--- config.mk ---
export PLATFORM = sky130hd
export DESIGN_NAME = baud_clock_gen
export DESIGN_NICKNAME = d
export VERILOG_FILES = /design/src/rtl/baud_pkg.sv /design/src/rtl/baud_stage_counter.sv /design/src/rtl/baud_div_regs.sv /design/src/rtl/baud_clock_gen.sv
export SDC_FILE = /design/constraint.sdc
export NUM_CORES = 1
export LEC_CHECK = 0
export ABC_AREA = 1
export BUFFER_PORTS_ARGS = -buffer_cell sky130_fd_sc_hd__buf_2
export CAP_MARGIN = 20
export CORE_ASPECT_RATIO = 1.5
export CORE_MARGIN = 2
export CORE_UTILIZATION = 65
export DETAILED_ROUTE_END_ITERATION = 8
export PLACE_DENSITY = 0.94
export SLEW_MARGIN = 15
export SYNTH_ARGS = -nofsm -noshare
export SYNTH_HDL_FRONTEND = slang
export SYNTH_SLANG_ARGS = --single-unit
export TNS_END_PERCENT = 20
--- constraint.sdc ---
create_clock -name clk -period 8.5 [get_ports clk]
set_input_delay 1.7 -clock clk [delete_from_list [all_inputs] [get_ports clk]]
set_output_delay 1.7 -clock clk [all_outputs]
set_load 0.005 [all_outputs]
--- src/rtl/baud_pkg.sv ---
package baud_pkg;
  localparam int BYTE_W = 8;
  localparam int DIV_W  = 2 * BYTE_W;
  localparam int PSEL_W = 2;
  localparam int PRE_W  = 4;
  localparam int OVS    = 16;
  localparam int OVS_W  = $clog2(OVS) + 1;
  localparam int PRE_MAX = 13;

  typedef logic [PSEL_W-1:0] psel_t;
  typedef logic [PRE_W-1:0]  pre_t;
  typedef logic [DIV_W-1:0]  div_t;

  function automatic pre_t prescale_of(input psel_t code);
    pre_t r;
    case (code)
      2'd0:    r = pre_t'(13);
      2'd1:    r = pre_t'(1);
      2'd2:    r = pre_t'(6);
      default: r = pre_t'(8);
    endcase
    return r;
  endfunction
endpackage

--- src/rtl/baud_stage_counter.sv ---
module baud_stage_counter #(
  parameter int W = 4
) (
  input  logic         clk,
  input  logic         rst_n,
  input  logic         en,
  input  logic [W-1:0] limit,
  output logic         term
);
  logic [W-1:0] cnt;
  logic [W-1:0] last;

  assign last = limit - W'(1);
  assign term = en && (cnt >= last);

  always_ff @(posedge clk) begin
    if (!rst_n)
      cnt <= '0;
    else if (en)
      cnt <= term ? '0 : cnt + W'(1);
  end
endmodule

--- src/rtl/baud_div_regs.sv ---
module baud_div_regs
  import baud_pkg::*;
#(
  parameter int RST_DIV = 1
) (
  input  logic              clk,
  input  logic              rst_n,
  input  logic              lo_we,
  input  logic              hi_we,
  input  logic [BYTE_W-1:0] wdata,
  input  logic              pre_we,
  input  psel_t             pre_code,
  input  logic              reload,
  output div_t              act_div,
  output pre_t              act_pre
);
  div_t  sh_div;
  psel_t sh_psel;
  div_t  run_div;
  psel_t run_psel;
  logic [1:0] lane_we;

  assign lane_we = {hi_we, lo_we};

  for (genvar g = 0; g < 2; g++) begin : g_lane
    always_ff @(posedge clk) begin
      if (!rst_n)
        sh_div[g*BYTE_W +: BYTE_W] <= BYTE_W'(RST_DIV >> (g*BYTE_W));
      else if (lane_we[g])
        sh_div[g*BYTE_W +: BYTE_W] <= wdata;
    end
  end

  always_ff @(posedge clk) begin
    if (!rst_n) begin
      sh_psel  <= '0;
      run_psel <= '0;
      run_div  <= DIV_W'(RST_DIV);
    end else begin
      if (pre_we) sh_psel <= pre_code;
      if (reload) begin
        run_psel <= sh_psel;
        run_div  <= sh_div;
      end
    end
  end

  assign act_div = (run_div == '0) ? DIV_W'(1) : run_div;
  assign act_pre = prescale_of(run_psel);
endmodule

--- src/rtl/baud_clock_gen.sv ---
module baud_clock_gen
  import baud_pkg::*;
(
  input  logic        clk,
  input  logic        rst_n,
  input  logic        div_lo_we,
  input  logic        div_hi_we,
  input  logic [7:0]  div_wdata,
  input  logic        pre_we,
  input  logic [1:0]  pre_code,
  input  logic        tst_en,
  output logic        tick16,
  output logic        tick1,
  output logic        tst_out
);
  div_t act_div;
  pre_t act_pre;
  logic pre_term;
  logic div_term;
  logic bit_term;

  baud_div_regs u_regs (
    .clk(clk), .rst_n(rst_n),
    .lo_we(div_lo_we), .hi_we(div_hi_we), .wdata(div_wdata),
    .pre_we(pre_we), .pre_code(pre_code),
    .reload(div_term),
    .act_div(act_div), .act_pre(act_pre)
  );

  baud_stage_counter #(.W(PRE_W)) u_pre (
    .clk(clk), .rst_n(rst_n), .en(1'b1), .limit(act_pre), .term(pre_term)
  );

  baud_stage_counter #(.W(DIV_W)) u_div (
    .clk(clk), .rst_n(rst_n), .en(pre_term), .limit(act_div), .term(div_term)
  );

  baud_stage_counter #(.W(OVS_W)) u_bit (
    .clk(clk), .rst_n(rst_n), .en(div_term), .limit(OVS_W'(OVS)), .term(bit_term)
  );

  assign tick16  = div_term;
  assign tick1   = bit_term;
  assign tst_out = tst_en & div_term;
endmodule

==> results.md, run 1 <==
• finished, final reports clean — run status
• 3 — depth of the CTS H-tree
• 0 — count of flip-flops with a built-in enable after synthesis
• sky130_fd_sc_hd__dfxtp_1 — cell type with the highest aggregate area in the netlist
• 2 — maximum clock path buffer count
• 0.35 ns — insertion delay of the later-clocked pin in the worst-skew pair
• sky130_fd_sc_hd__dfxtp_1 — most common flop cell mapped by yosys
• 0.8332 ns — worst-margin pin slew
• 8.156% — Syn-to-layout area delta
• 5085 um2 — core outline area
• 3.269 ns — dpl ws
• 1.622 nW — Static Leak
• 44.45% — worst relative slew slack
• 0 — initial antenna violation count
• simple AND/OR/NAND/NOR gates — gate family responsible for the most delay along the worst path
• 0 — post-detailed-route DRC marker count
• sky130_fd_sc_hd__nor2_1 — most frequent cell after synthesis
• 12730 um — global-route wire length before repair
• 549 — Final Instance Count excl. Fillers
• 0.07 ns — post-CTS clock slew at the launch and capture registers of the worst setup and hold paths
• 35 — number of distinct library cell variants in the gate-level netlist after synthesis
• 3475 um2 — Post-DP Area
• 0.006125 ns — setup clock skew after layout
• 2972 — via count
• 0 — Post-CTS Resized
• 35.86% — fraction of the yosys area taken by sequential cells
• 5.413 — average vias per placed instance
• 6.80 ns — required time at the worst-slack endpoint
• built — CTS tree
• 9 — number of clock buffers inserted by TritonCTS
• 32 — count of standard-cell rows
• 92.66 um — overall die height
• output port — Critical Path End Type
• 0 — Final Max Tran Viols
• false — RSZ-0062 raised after global routing
• 461 — gate count after technology mapping
• 517 — nets@finish
• 45 — pin count of the biggest net entering global routing
• 61 — flop and latch count out of synthesis
• 5847 um2 — area of the die
• 0 — antenna-violating nets left
• flop — element type at the critical path start
• 0.1649 mV — maximum vdd drop
• flop to output port — category of the most critical setup path
• 0 — antenna cells
• 4 — DR pass1 iterations
• 28.04% — total global-route track usage
• flop to flop — type of the worst min-delay path
• 3684 um2 — Final Instance Area
• 12.88 um — average detailed-routed wire length per instance
• 2.878 ns — final worst-path setup slack
• 20 — top fanout value on the critical path
• 72.44% — post-layout util
• 533 — cell count after placement
• 0 ns — setup total negative slack
• 61 — clock sink count
• 66.98% — Starting Density
• 0 — hold-fix buffer count after cts
• 14.76% — fraction of layout instances using a drive strength above 1
• 18 — # port buffers
• 5107 um — HPWL after DPL
• 154 — detailed router's first-iteration violation count
• 0.69 ns — maximum cell stage delay along the critical path
• 0 — final global-route overflow total
• sky130_fd_sc_hd__clkbuf_8 — clock tree root driver cell
• 0 — setup fix buffers added after clock tree synthesis
• 0.4713 ns — hold slack final
• 7.388 um2 — syn avg cell area
• 63.10 um — horizontal extent of the die
• 0 — final count of hold timing violations
• sky130_fd_sc_hd__dfxtp_1 36%, sky130_fd_sc_hd__nor2_1 12%, sky130_fd_sc_hd__ha_1 9.2% — Synth area leaders
• 2 — crit path buf inv count
• 0 — count of endpoints failing setup in the final report
• 0.5941 mW — total power of the final layout
• 35.86% — area share of the largest cell type after synthesis
• sky130_fd_sc_hd__nand2_1 — most used cell along the critical path
• 502 — total nets after synthesis
• 177.9 MHz — timing-limited maximum frequency
• 7073 um — detailed-route wire length
• 0% — asr flop ratio synth
• 19 — I/O pin cnt
• 2965 — vias in the first global route
• 0 — number of warnings issued by yosys
• 3406 um2 — post-synthesis cell area
• 5.622 ns — shortest clock period the worst path allows after layout
• 3.92 ns — arrival time of data at the critical path endpoint
• 0.8648 — routability cong.
• nor2_1 -> nand2_1 -> nor2_1 -> a21oi_2 -> ha_1 -> nand2_1 -> nor2_1 -> nand2_1 -> nor3_1 -> xor2_1 -> inv_1 -> ha_1 -> nand2_1 -> nor3_1 -> nand2_2 -> a21oi_2 -> buf_2 — worst-path cell chain
• sky130_fd_sc_hd__a21oi_2 — Slowest-stage cell, CP
• 0 — number of max-cap violations
• 161.3 nW/um2 — power per unit of standard cell area
• 66.14% — final worst path period share
• 359 — number of inserted filler cells in the final layout
• 113 x sky130_fd_sc_hd__nor2_1, 61 x sky130_fd_sc_hd__dfxtp_1, 60 x sky130_fd_sc_hd__nand2_1 — leading cell types by count after synthesis
==> routing by layer <==
| metal | global-route usage [%] | up-vias | routed length, um |
|---|---|---|---|
| met5 | 0 | - | 0 |
| met4 | 18.70 | 0 | 278 |
| met3 | 5.711 | 23 | 207 |
| met2 | 50.00 | 68 | 3802 |
| met1 | 29.24 | 1375 | 2784 |
| li1 | - | 1506 | - |
==> flip-flops by register name (all words and copies together), names as in the netlist <==
name	count
u_pre.cnt	4
u_div.cnt	16
u_regs.sh_psel	2
u_bit.cnt	5
u_regs.sh_div	16
u_regs.run_psel	2
u_regs.run_div	16
==> report_power, final <==
part,switching [mW],internal [mW],total [mW]
Sequential,0.00422,0.293,0.297
Clock,0.123,0.145,0.268
Combinational,0.0182,0.0103,0.0286
Total,0.146,0.448,0.594
==> final timing paths <==
path | slack [ns] | from | depth (start not counted) | endpoint
setup reg to reg | 4.82 | u_regs.run_div[12] | 19 | u_bit.cnt[4]
setup / recovery | 2.88 | u_regs.run_div[12] | 17 | tick16
hold reg to reg | 0.47 | u_pre.cnt[0] | 1 | u_pre.cnt[0]
hold / removal | 0.47 | u_pre.cnt[0] | 1 | u_pre.cnt[0]
==> cell type report <==
| class | instances | area (um2) | area share, % |
|---|---|---|---|
| Inverter | 44 | 165.2 | 4.484 |
| Clock buffer | 10 | 137.6 | 3.736 |
| Timing Repair Buffer | 18 | 90.09 | 2.446 |
| Clock inverter | 6 | 71.32 | 1.936 |
| Multi-Input combinational cell | 342 | 1913 | 51.94 |
| Sequential cell | 61 | 1221 | 33.15 |
| Tap cell | 68 | 85.08 | 2.310 |
==> logic make-up after synthesis <==
family / count (synthesis) / synth area share, %
and+or+nand+nor: 235 / 31.04
DFF: 61 / 35.86
AOI/OAI and AO/OA: 60 / 10.25
adders and majority gates: 25 / 9.184
muxes: 1 / 0.2939
xor gates and xnor gates: 21 / 5.401
buffers and inverters: 58 / 7.972
==> cell usage in the layout, fill, tap and decap left out, drive strengths merged <==
cell type / Yosys / routed
clkbuf: 5 / 10
and2: 1 / 1
nand4: 8 / 8
nand3: 21 / 21
a21oi: 17 / 17
o21bai: 1 / 1
nand3b: 2 / 2
clkinvlp: 0 / 2
ha: 25 / 25
xor2: 13 / 13
nor2: 121 / 121
o21ai: 40 / 40
dfxtp: 61 / 61
bufinv: 0 / 1
a31o: 1 / 1
clkinv: 0 / 2
a31oi: 1 / 1
xnor2: 8 / 8
nand2: 69 / 69
buf: 9 / 18
nor3: 11 / 11
inv: 44 / 45
mux2i: 1 / 1
or2: 2 / 2
No activity file was read; power rests on OpenSTA's default activity.
==> inputs of run 2 (changes only) <==
Settings changed: CORE_UTILIZATION 65 to 61, PLACE_DENSITY 0.94 to 0.9.
Clock period 8.5 ns to 5.7 ns, I/O delays scaled along.
==> run 2 against run 1 <==
Against the previous run: non-clock buffer count up 1; highest routed layer unchanged; worst hold slack worse by 0.0089 ns; largest power group unchanged; clock power up 31%; via count down 1.0%; critical path depth up 2; first-iteration DRC count down 9.7%; die area up 6.2%; final cell count up 0.55%.
==> results.md, run 2 (synthesized netlist as in run 1, its figures left out) <==
• 0.01016 ns — setup clock skew after layout, was 0.006125 ns
• 0 — final global-route overflow total, unchanged
• 95.52 um — overall die height, was 92.66 um
• 3 — depth of the CTS H-tree, unchanged
• 228.3 nW/um2 — power per unit of standard cell area, was 161.3 nW/um2
• 0 ns — setup total negative slack, unchanged
• u_regs.run_div[11] — launching point of the worst reg2reg path, was u_regs.run_div[12]
• 113 x sky130_fd_sc_hd__nor2_1, 61 x sky130_fd_sc_hd__dfxtp_1, 60 x sky130_fd_sc_hd__nand2_1 — top library cells by usage in the layout, fill and taps aside, unchanged
• u_regs.sh_div[0] — Min-Delay Endpoint, was u_pre.cnt[0]
• 7297 um — detailed-route wire length, was 7073 um
• 0 — antenna-violating nets left, unchanged
• 19 — Worst Reg-to-Reg Cells, unchanged
• 62.97% — Starting Density, was 66.98%
• 0.1942 mV — maximum vdd drop, was 0.1649 mV
• 0 — initial antenna violation count, unchanged
• flop to output port — category of the most critical setup path, unchanged
• u_regs.sh_div[0] — hold_sp, was u_pre.cnt[0]
• 4 — DR pass1 iterations, unchanged
• u_div.cnt x16, u_regs.run_div x16, u_regs.sh_div x16 — largest registers in the final layout, unchanged
• sky130_fd_sc_hd__clkbuf_8 — clock tree root driver cell, unchanged
• 5.330 — average vias per placed instance, was 5.413
• 2.19 ns — internal reg-to-reg setup slack, was 4.82 ns
• 3.61 ns — arrival time of data at the critical path endpoint, was 3.92 ns
• 0.40 ns — maximum cell stage delay along the critical path, was 0.69 ns
• built — CTS tree, unchanged
• 83.37% — final worst path period share
• 54.79% — worst relative slew slack, was 44.45%
• 45 — pin count of the biggest net entering global routing, unchanged
• 2 — maximum clock path buffer count, unchanged
• 210.4 MHz — timing-limited maximum frequency
• 14.52% — fraction of layout instances using a drive strength above 1, was 14.76%
• 29 — top fanout value on the critical path, was 20
• 0 — number of max-cap violations, unchanged
• 33 — count of standard-cell rows, was 32
• 3485 um2 — Post-DP Area, was 3475 um2
• 518 — nets@finish, was 517
• 0 — final count of hold timing violations, unchanged
• 9 — number of clock buffers inserted by TritonCTS, unchanged
• 0 — setup fix buffers added after clock tree synthesis, unchanged
• sky130_fd_sc_hd__dfxtp_1 — Slowest-stage cell, CP, was sky130_fd_sc_hd__a21oi_2
• 2822 — vias in the first global route, was 2965
• 5409 um2 — core outline area, was 5085 um2
• 19 — I/O pin cnt, unchanged
• 0 — post-detailed-route DRC marker count, unchanged
• 139 — detailed router's first-iteration violation count, was 154
• u_div.cnt[2] — R2R Path End, was u_bit.cnt[4]
• 0.35 ns — insertion delay of the later-clocked pin in the worst-skew pair, about the same
• 3664 um2 — Final Instance Area, was 3684 um2
• output port — Critical Path End Type, unchanged
• 0 — hold-fix buffer count after cts, unchanged
• 457 — number of inserted filler cells in the final layout, was 359
• 2 — crit path buf inv count, unchanged
• 5363 um — HPWL after DPL, was 5107 um
• 7.568% — Syn-to-layout area delta, was 8.156%
• 25.64% — total global-route track usage, was 28.04%
• 0.9369 — routability cong., was 0.8648
• 0.6782 ns — worst-margin pin slew, was 0.8332 ns
• 1.614 nW — Static Leak, was 1.622 nW
• 0.07 ns — post-CTS clock slew at the launch and capture registers of the worst setup and hold paths, about the same
• 4.752 ns — shortest clock period the worst path allows after layout
• 6209 um2 — area of the die, was 5847 um2
• 18 — # port buffers, unchanged
• simple AND/OR/NAND/NOR gates — gate family responsible for the most delay along the worst path, unchanged
• 2 — cell depth of the worst hold path, was 1
• false — RSZ-0062 raised after global routing, unchanged
• 0 — count of endpoints failing setup in the final report, unchanged
• 2942 — via count, was 2972
• 12270 um — global-route wire length before repair, was 12730 um
• finished, final reports clean — run status, unchanged
• 4.56 ns — required time at the worst-slack endpoint, was 6.80 ns
• flop to flop — type of the worst min-delay path, unchanged
• 0 — antenna cells, unchanged
• 0 — Post-CTS Resized, unchanged
• 13.22 um — average detailed-routed wire length per instance, was 12.88 um
• 61 — clock sink count, unchanged
• 65.01 um — horizontal extent of the die, was 63.10 um
• 552 — Final Instance Count excl. Fillers, was 549
• 536 — cell count after placement, was 533
• nor2_1 -> nand2_1 -> nor2_1 -> a21oi_2 -> ha_1 -> nand2_1 -> nor2_1 -> nand2_1 -> nor3_1 -> xor2_1 -> inv_1 -> ha_1 -> nand2_1 -> nor3_1 -> nand2_2 -> nand2_4 -> nand2_4 -> nor2_1 -> buf_2 — worst-path cell chain, was nor2_1 -> nand2_1 -> nor2_1 -> a21oi_2 -> ha_1 -> nand2_1 -> nor2_1 -> nand2_1 -> nor3_1 -> xor2_1 -> inv_1 -> ha_1 -> nand2_1 -> nor3_1 -> nand2_2 -> a21oi_2 -> buf_2
• sky130_fd_sc_hd__nor2_1 — leading cell type in the layout, fill and taps excluded, unchanged
• 0 — Final Max Tran Viols, unchanged
• flop — element type at the critical path start, unchanged
## run 2: changes by cell type in the layout (fill, tap and decap cells not counted)
cell	before	now
sky130_fd_sc_hd__clkbuf_1	0	2
sky130_fd_sc_hd__clkinv_4	2	0
sky130_fd_sc_hd__buf_4	0	1
sky130_fd_sc_hd__bufinv_16	1	0
sky130_fd_sc_hd__clkbuf_8	10	11
sky130_fd_sc_hd__clkinv_2	0	1
sky130_fd_sc_hd__inv_6	1	0
## run 2: worst max path at each step
| stage | depth (start not counted) | endpoint | slack [ns] | start |
|---|---|---|---|---|
| 5_1_grt | 19 | tst_out | 0.69 | u_regs.run_div[11] |
| 2_1_floorplan | 20 | tst_out | 1.76 | u_regs.run_div[4] |
| 3_3_place_gp | 19 | tst_out | 1.54 | u_regs.run_div[11] |
| 6_report | 19 | tst_out | 0.95 | u_regs.run_div[11] |
| 3_5_place_dp | 19 | tst_out | 1.36 | u_regs.run_div[8] |
| 4_1_cts | 18 | tick16 | 0.97 | u_regs.run_div[8] |
## run 2: per-layer routing
layer  part of all wire [%]  wire length [um]  GRT usage, %  up-vias
li1                       -                 -             -     1507
met2                     55              4022         49.23       64
met1                     39              2848         26.02     1352
met5                      0                 0             0        -
met3                    3.3               244         4.014       19
met4                    2.5               182         13.89        0
## run 2: worst min-delay path: cells and delay by family, from the launching register on
family / cells / cell delay (ns)
flops: 1 / 0.33
simple gates: 2 / 0.10
## run 2: area by class of cell
cell class | count | area, um2 | share of cell area (%)
Inverter | 44 | 165.2 | 4.508
Clock inverter | 3 | 20.02 | 0.5464
Tap cell | 70 | 87.58 | 2.391
Sequential cell | 61 | 1221 | 33.33
Timing Repair Buffer | 19 | 97.59 | 2.664
Clock buffer | 13 | 158.9 | 4.337
Multi-Input combinational cell | 342 | 1913 | 52.22
## run 2: power by group
part,internal [mW],switching [mW],total (mW)
Combinational,0.0153,0.0259,0.0412
Clock,0.181,0.171,0.352
Sequential,0.437,0.00629,0.443
Total,0.633,0.203,0.836
## run 2: stage by stage
step	power, mW	worst slack [ns]	utilization (%)	hold slack [ns]
2_1_floorplan	0.4804	1.762	-	0.4292
3_3_place_gp	0.4917	1.538	64.42	0.4395
3_5_place_dp	0.4937	1.361	64.42	0.4428
4_1_cts	0.8347	0.9716	67.73	0.4632
5_1_grt	0.8617	0.6863	67.73	0.5113
6_report	0.8363	0.9481	67.73	0.4624
==> inputs of run 3 (changes only) <==
Clock period 5.7 ns to 4.54 ns, I/O delays scaled along.
==> run 3 against run 2 <==
Against the previous run: sequential power up 26%; cell area up 1.9%; global-route usage down 0.70 points; final cell count unchanged; utilization up 1.3 points; setup slack worse by 0.74 ns; first-iteration DRC count down 12%; sequential share of layout area down 0.31 points; die area unchanged.
==> results.md, run 3 (synthesized netlist as in run 1, its figures left out) <==
• 2899 — vias in the first global route, was 2822
• 54.80% — worst relative slew slack, was 54.79%
• 2 — maximum clock path buffer count, unchanged
• 0.6780 ns — worst-margin pin slew, was 0.6782 ns
• 0 — final global-route overflow total, unchanged
• built — CTS tree, unchanged
• sky130_fd_sc_hd__nor2_1 — leading cell type in the layout, fill and taps excluded, unchanged
• 0 — Final Max Tran Viols, unchanged
• flop to output port — category of the most critical setup path, unchanged
• 0 — final count of hold timing violations, unchanged
• 0.07 ns — post-CTS clock slew at the launch and capture registers of the worst setup and hold paths, about the same
• finished, final reports clean — run status, unchanged
• sky130_fd_sc_hd__clkbuf_8 — clock tree root driver cell, unchanged
• u_regs.sh_div[0] — Min-Delay Endpoint, unchanged
• 0 — number of max-cap violations, unchanged
• 61 — clock sink count, unchanged
• 0 — hold-fix buffer count after cts, unchanged
• 552 — Final Instance Count excl. Fillers, unchanged
• 24.94% — total global-route track usage, was 25.64%
• 122 — detailed router's first-iteration violation count, was 139
• 0 — antenna cells, unchanged
• 0 — setup fix buffers added after clock tree synthesis, unchanged
• 0.35 ns — insertion delay of the later-clocked pin in the worst-skew pair, about the same
• 1.133 mW — total power of the final layout, was 0.8363 mW
• 0.2067 ns — final worst-path setup slack, was 0.9481 ns
• 12.85 um — average detailed-routed wire length per instance, was 13.22 um
• 3 — depth of the CTS H-tree, unchanged
• 1.646 nW — Static Leak, was 1.614 nW
• 95.52 um — overall die height, unchanged
• 7094 um — detailed-route wire length, was 7297 um
• 0.8767 mW — internal power contribution, was 0.6333 mW
• 111 x sky130_fd_sc_hd__nor2_1, 60 x sky130_fd_sc_hd__nand2_1, 52 x sky130_fd_sc_hd__dfxtp_1 — top library cells by usage in the layout, fill and taps aside, was 113 x sky130_fd_sc_hd__nor2_1, 61 x sky130_fd_sc_hd__dfxtp_1, 60 x sky130_fd_sc_hd__nand2_1
• 65.01 um — horizontal extent of the die, unchanged
• 2 — cell depth of the worst hold path, unchanged
• 19 — I/O pin cnt, unchanged
• 5409 um2 — core outline area, unchanged
• 1.22 ns — internal reg-to-reg setup slack, was 2.19 ns
• 5206 um — HPWL after DPL, was 5363 um
• 29 — top fanout value on the critical path, unchanged
• u_regs.run_div[4] — launching point of the worst reg2reg path, was u_regs.run_div[11]
• 0 — count of endpoints failing setup in the final report, unchanged
• 17.43% — fraction of layout instances using a drive strength above 1, was 14.52%
• 62.97% — Starting Density, unchanged
• 6209 um2 — area of the die, unchanged
• u_div.cnt[2] — R2R Path End, unchanged
• 518 — nets@finish, unchanged
• 3485 um2 — Post-DP Area, unchanged
• 5.330 — average vias per placed instance, unchanged
• flop — element type at the critical path start, unchanged
• 230.8 MHz — timing-limited maximum frequency
• 3.43 ns — arrival time of data at the critical path endpoint, was 3.61 ns
• 33 — count of standard-cell rows, unchanged
• 11960 um — global-route wire length before repair, was 12270 um
• 19 — Worst Reg-to-Reg Cells, unchanged
• 46.2% — clock network fraction of design power, was 42.1%
• 2942 — via count, unchanged
• 4.333 ns — shortest clock period the worst path allows after layout
• 9 — number of clock buffers inserted by TritonCTS, unchanged
• 0 — post-detailed-route DRC marker count, unchanged
• 18 — # port buffers, unchanged
• 4.6% — relative contribution of combinational cells to total power, was 4.9%
• 4 — DR pass1 iterations, unchanged
• 0.2560 mW — switching power total, was 0.2030 mW
• 0 — antenna-violating nets left, unchanged
• 536 — cell count after placement, unchanged
• 0.2488 mV — maximum vdd drop, was 0.1942 mV
• output port — Critical Path End Type, unchanged
• 22.60% — switching share of total power, was 24.27%
• 303.5 nW/um2 — power per unit of standard cell area, was 228.3 nW/um2
• 0.4718 ns — dpl ws, was 1.361 ns
• 49.1% — share of total power in sequential cells, was 53.0%
• 9.589% — Syn-to-layout area delta, was 7.568%
• 0.006625 ns — setup clock skew after layout, was 0.01016 ns
• u_div.cnt x16, u_regs.run_div x16, u_regs.sh_div x16 — largest registers in the final layout, unchanged
• flop to flop — type of the worst min-delay path, unchanged
• 3.63 ns — required time at the worst-slack endpoint, was 4.56 ns
• 1.025 — routability cong., was 0.9369
• u_regs.sh_div[0] — hold_sp, unchanged
• 3732 um2 — Final Instance Area, was 3664 um2
• 95.45% — final worst path period share
• 45 — pin count of the biggest net entering global routing, unchanged
• 0 — initial antenna violation count, unchanged
• 0.4685 ns — hold slack final, was 0.4624 ns
• 0 — Post-CTS Resized, unchanged
[run 3: critical path, stage by stage, from the launching register on]
cell and delay [ns]:
sky130_fd_sc_hd__dfxtp_2 0.37, sky130_fd_sc_hd__nor2_1 0.07, sky130_fd_sc_hd__nand2_2 0.11, sky130_fd_sc_hd__nor2_1 0.07, sky130_fd_sc_hd__a21oi_2 0.17, sky130_fd_sc_hd__ha_2 0.22, sky130_fd_sc_hd__nand2_1 0.13, sky130_fd_sc_hd__nor2_2 0.17
sky130_fd_sc_hd__nand2_1 0.10, sky130_fd_sc_hd__nor3_1 0.19, sky130_fd_sc_hd__xor2_1 0.19, sky130_fd_sc_hd__inv_1 0.06, sky130_fd_sc_hd__ha_1 0.27, sky130_fd_sc_hd__nand2_1 0.10, sky130_fd_sc_hd__nor3_2 0.22, sky130_fd_sc_hd__nand2_2 0.12
sky130_fd_sc_hd__nand2_4 0.12, sky130_fd_sc_hd__nand2_8 0.14, sky130_fd_sc_hd__nor2_1 0.12, sky130_fd_sc_hd__buf_2 0.12
[run 3: worst max-delay path by stage]
stage,start,end,depth (start not counted)
final,u_regs.run_div[4],tst_out,19
after global routing,u_regs.run_div[4],tst_out,19
after CTS,u_regs.run_div[4],tst_out,19
after detailed placement,u_regs.run_div[4],tst_out,19
after global placement,u_regs.run_div[8],tst_out,19
after floorplan,u_regs.run_div[4],tst_out,20
[run 3: cell type report]
class,instances,area [um2]
flip-flops and latches,61,1232
fillers,401,1677
clock inverters,6,87.58
multi-input cells,342,1934
well taps,70,87.58
clock buffers,10,127.6
inverters,44,165.2
repair buffers,19,97.59
[run 3: routing by layer]
layer / part of all wire [%] / track usage [%] / vias up
met5: 0 / 0 / -
met3: 3.1 / 6.139 / 26
met1: 39 / 24.28 / 1331
met2: 54 / 47.08 / 68
met4: 3.7 / 14.24 / 0
li1: - / - / 1517
[run 3: metrics by stage]
step / utilization (%) / TNS (ns)
2_1_floorplan: - / 0
3_3_place_gp: 64.42 / 0
3_5_place_dp: 64.42 / 0
4_1_cts: 68.40 / 0
5_1_grt: 69.00 / -0.05071
6_report: 69.00 / 0
[run 3: power by group through the flow]
stage	Clock, mW	Sequential (mW)	Combinational (mW)
after floorplan	0	0.566	0.0372
after global placement	0	0.568	0.0493
after detailed placement	0	0.568	0.0512
after CTS	0.524	0.556	0.0520
after global routing	0.555	0.558	0.0598
final	0.524	0.557	0.0523
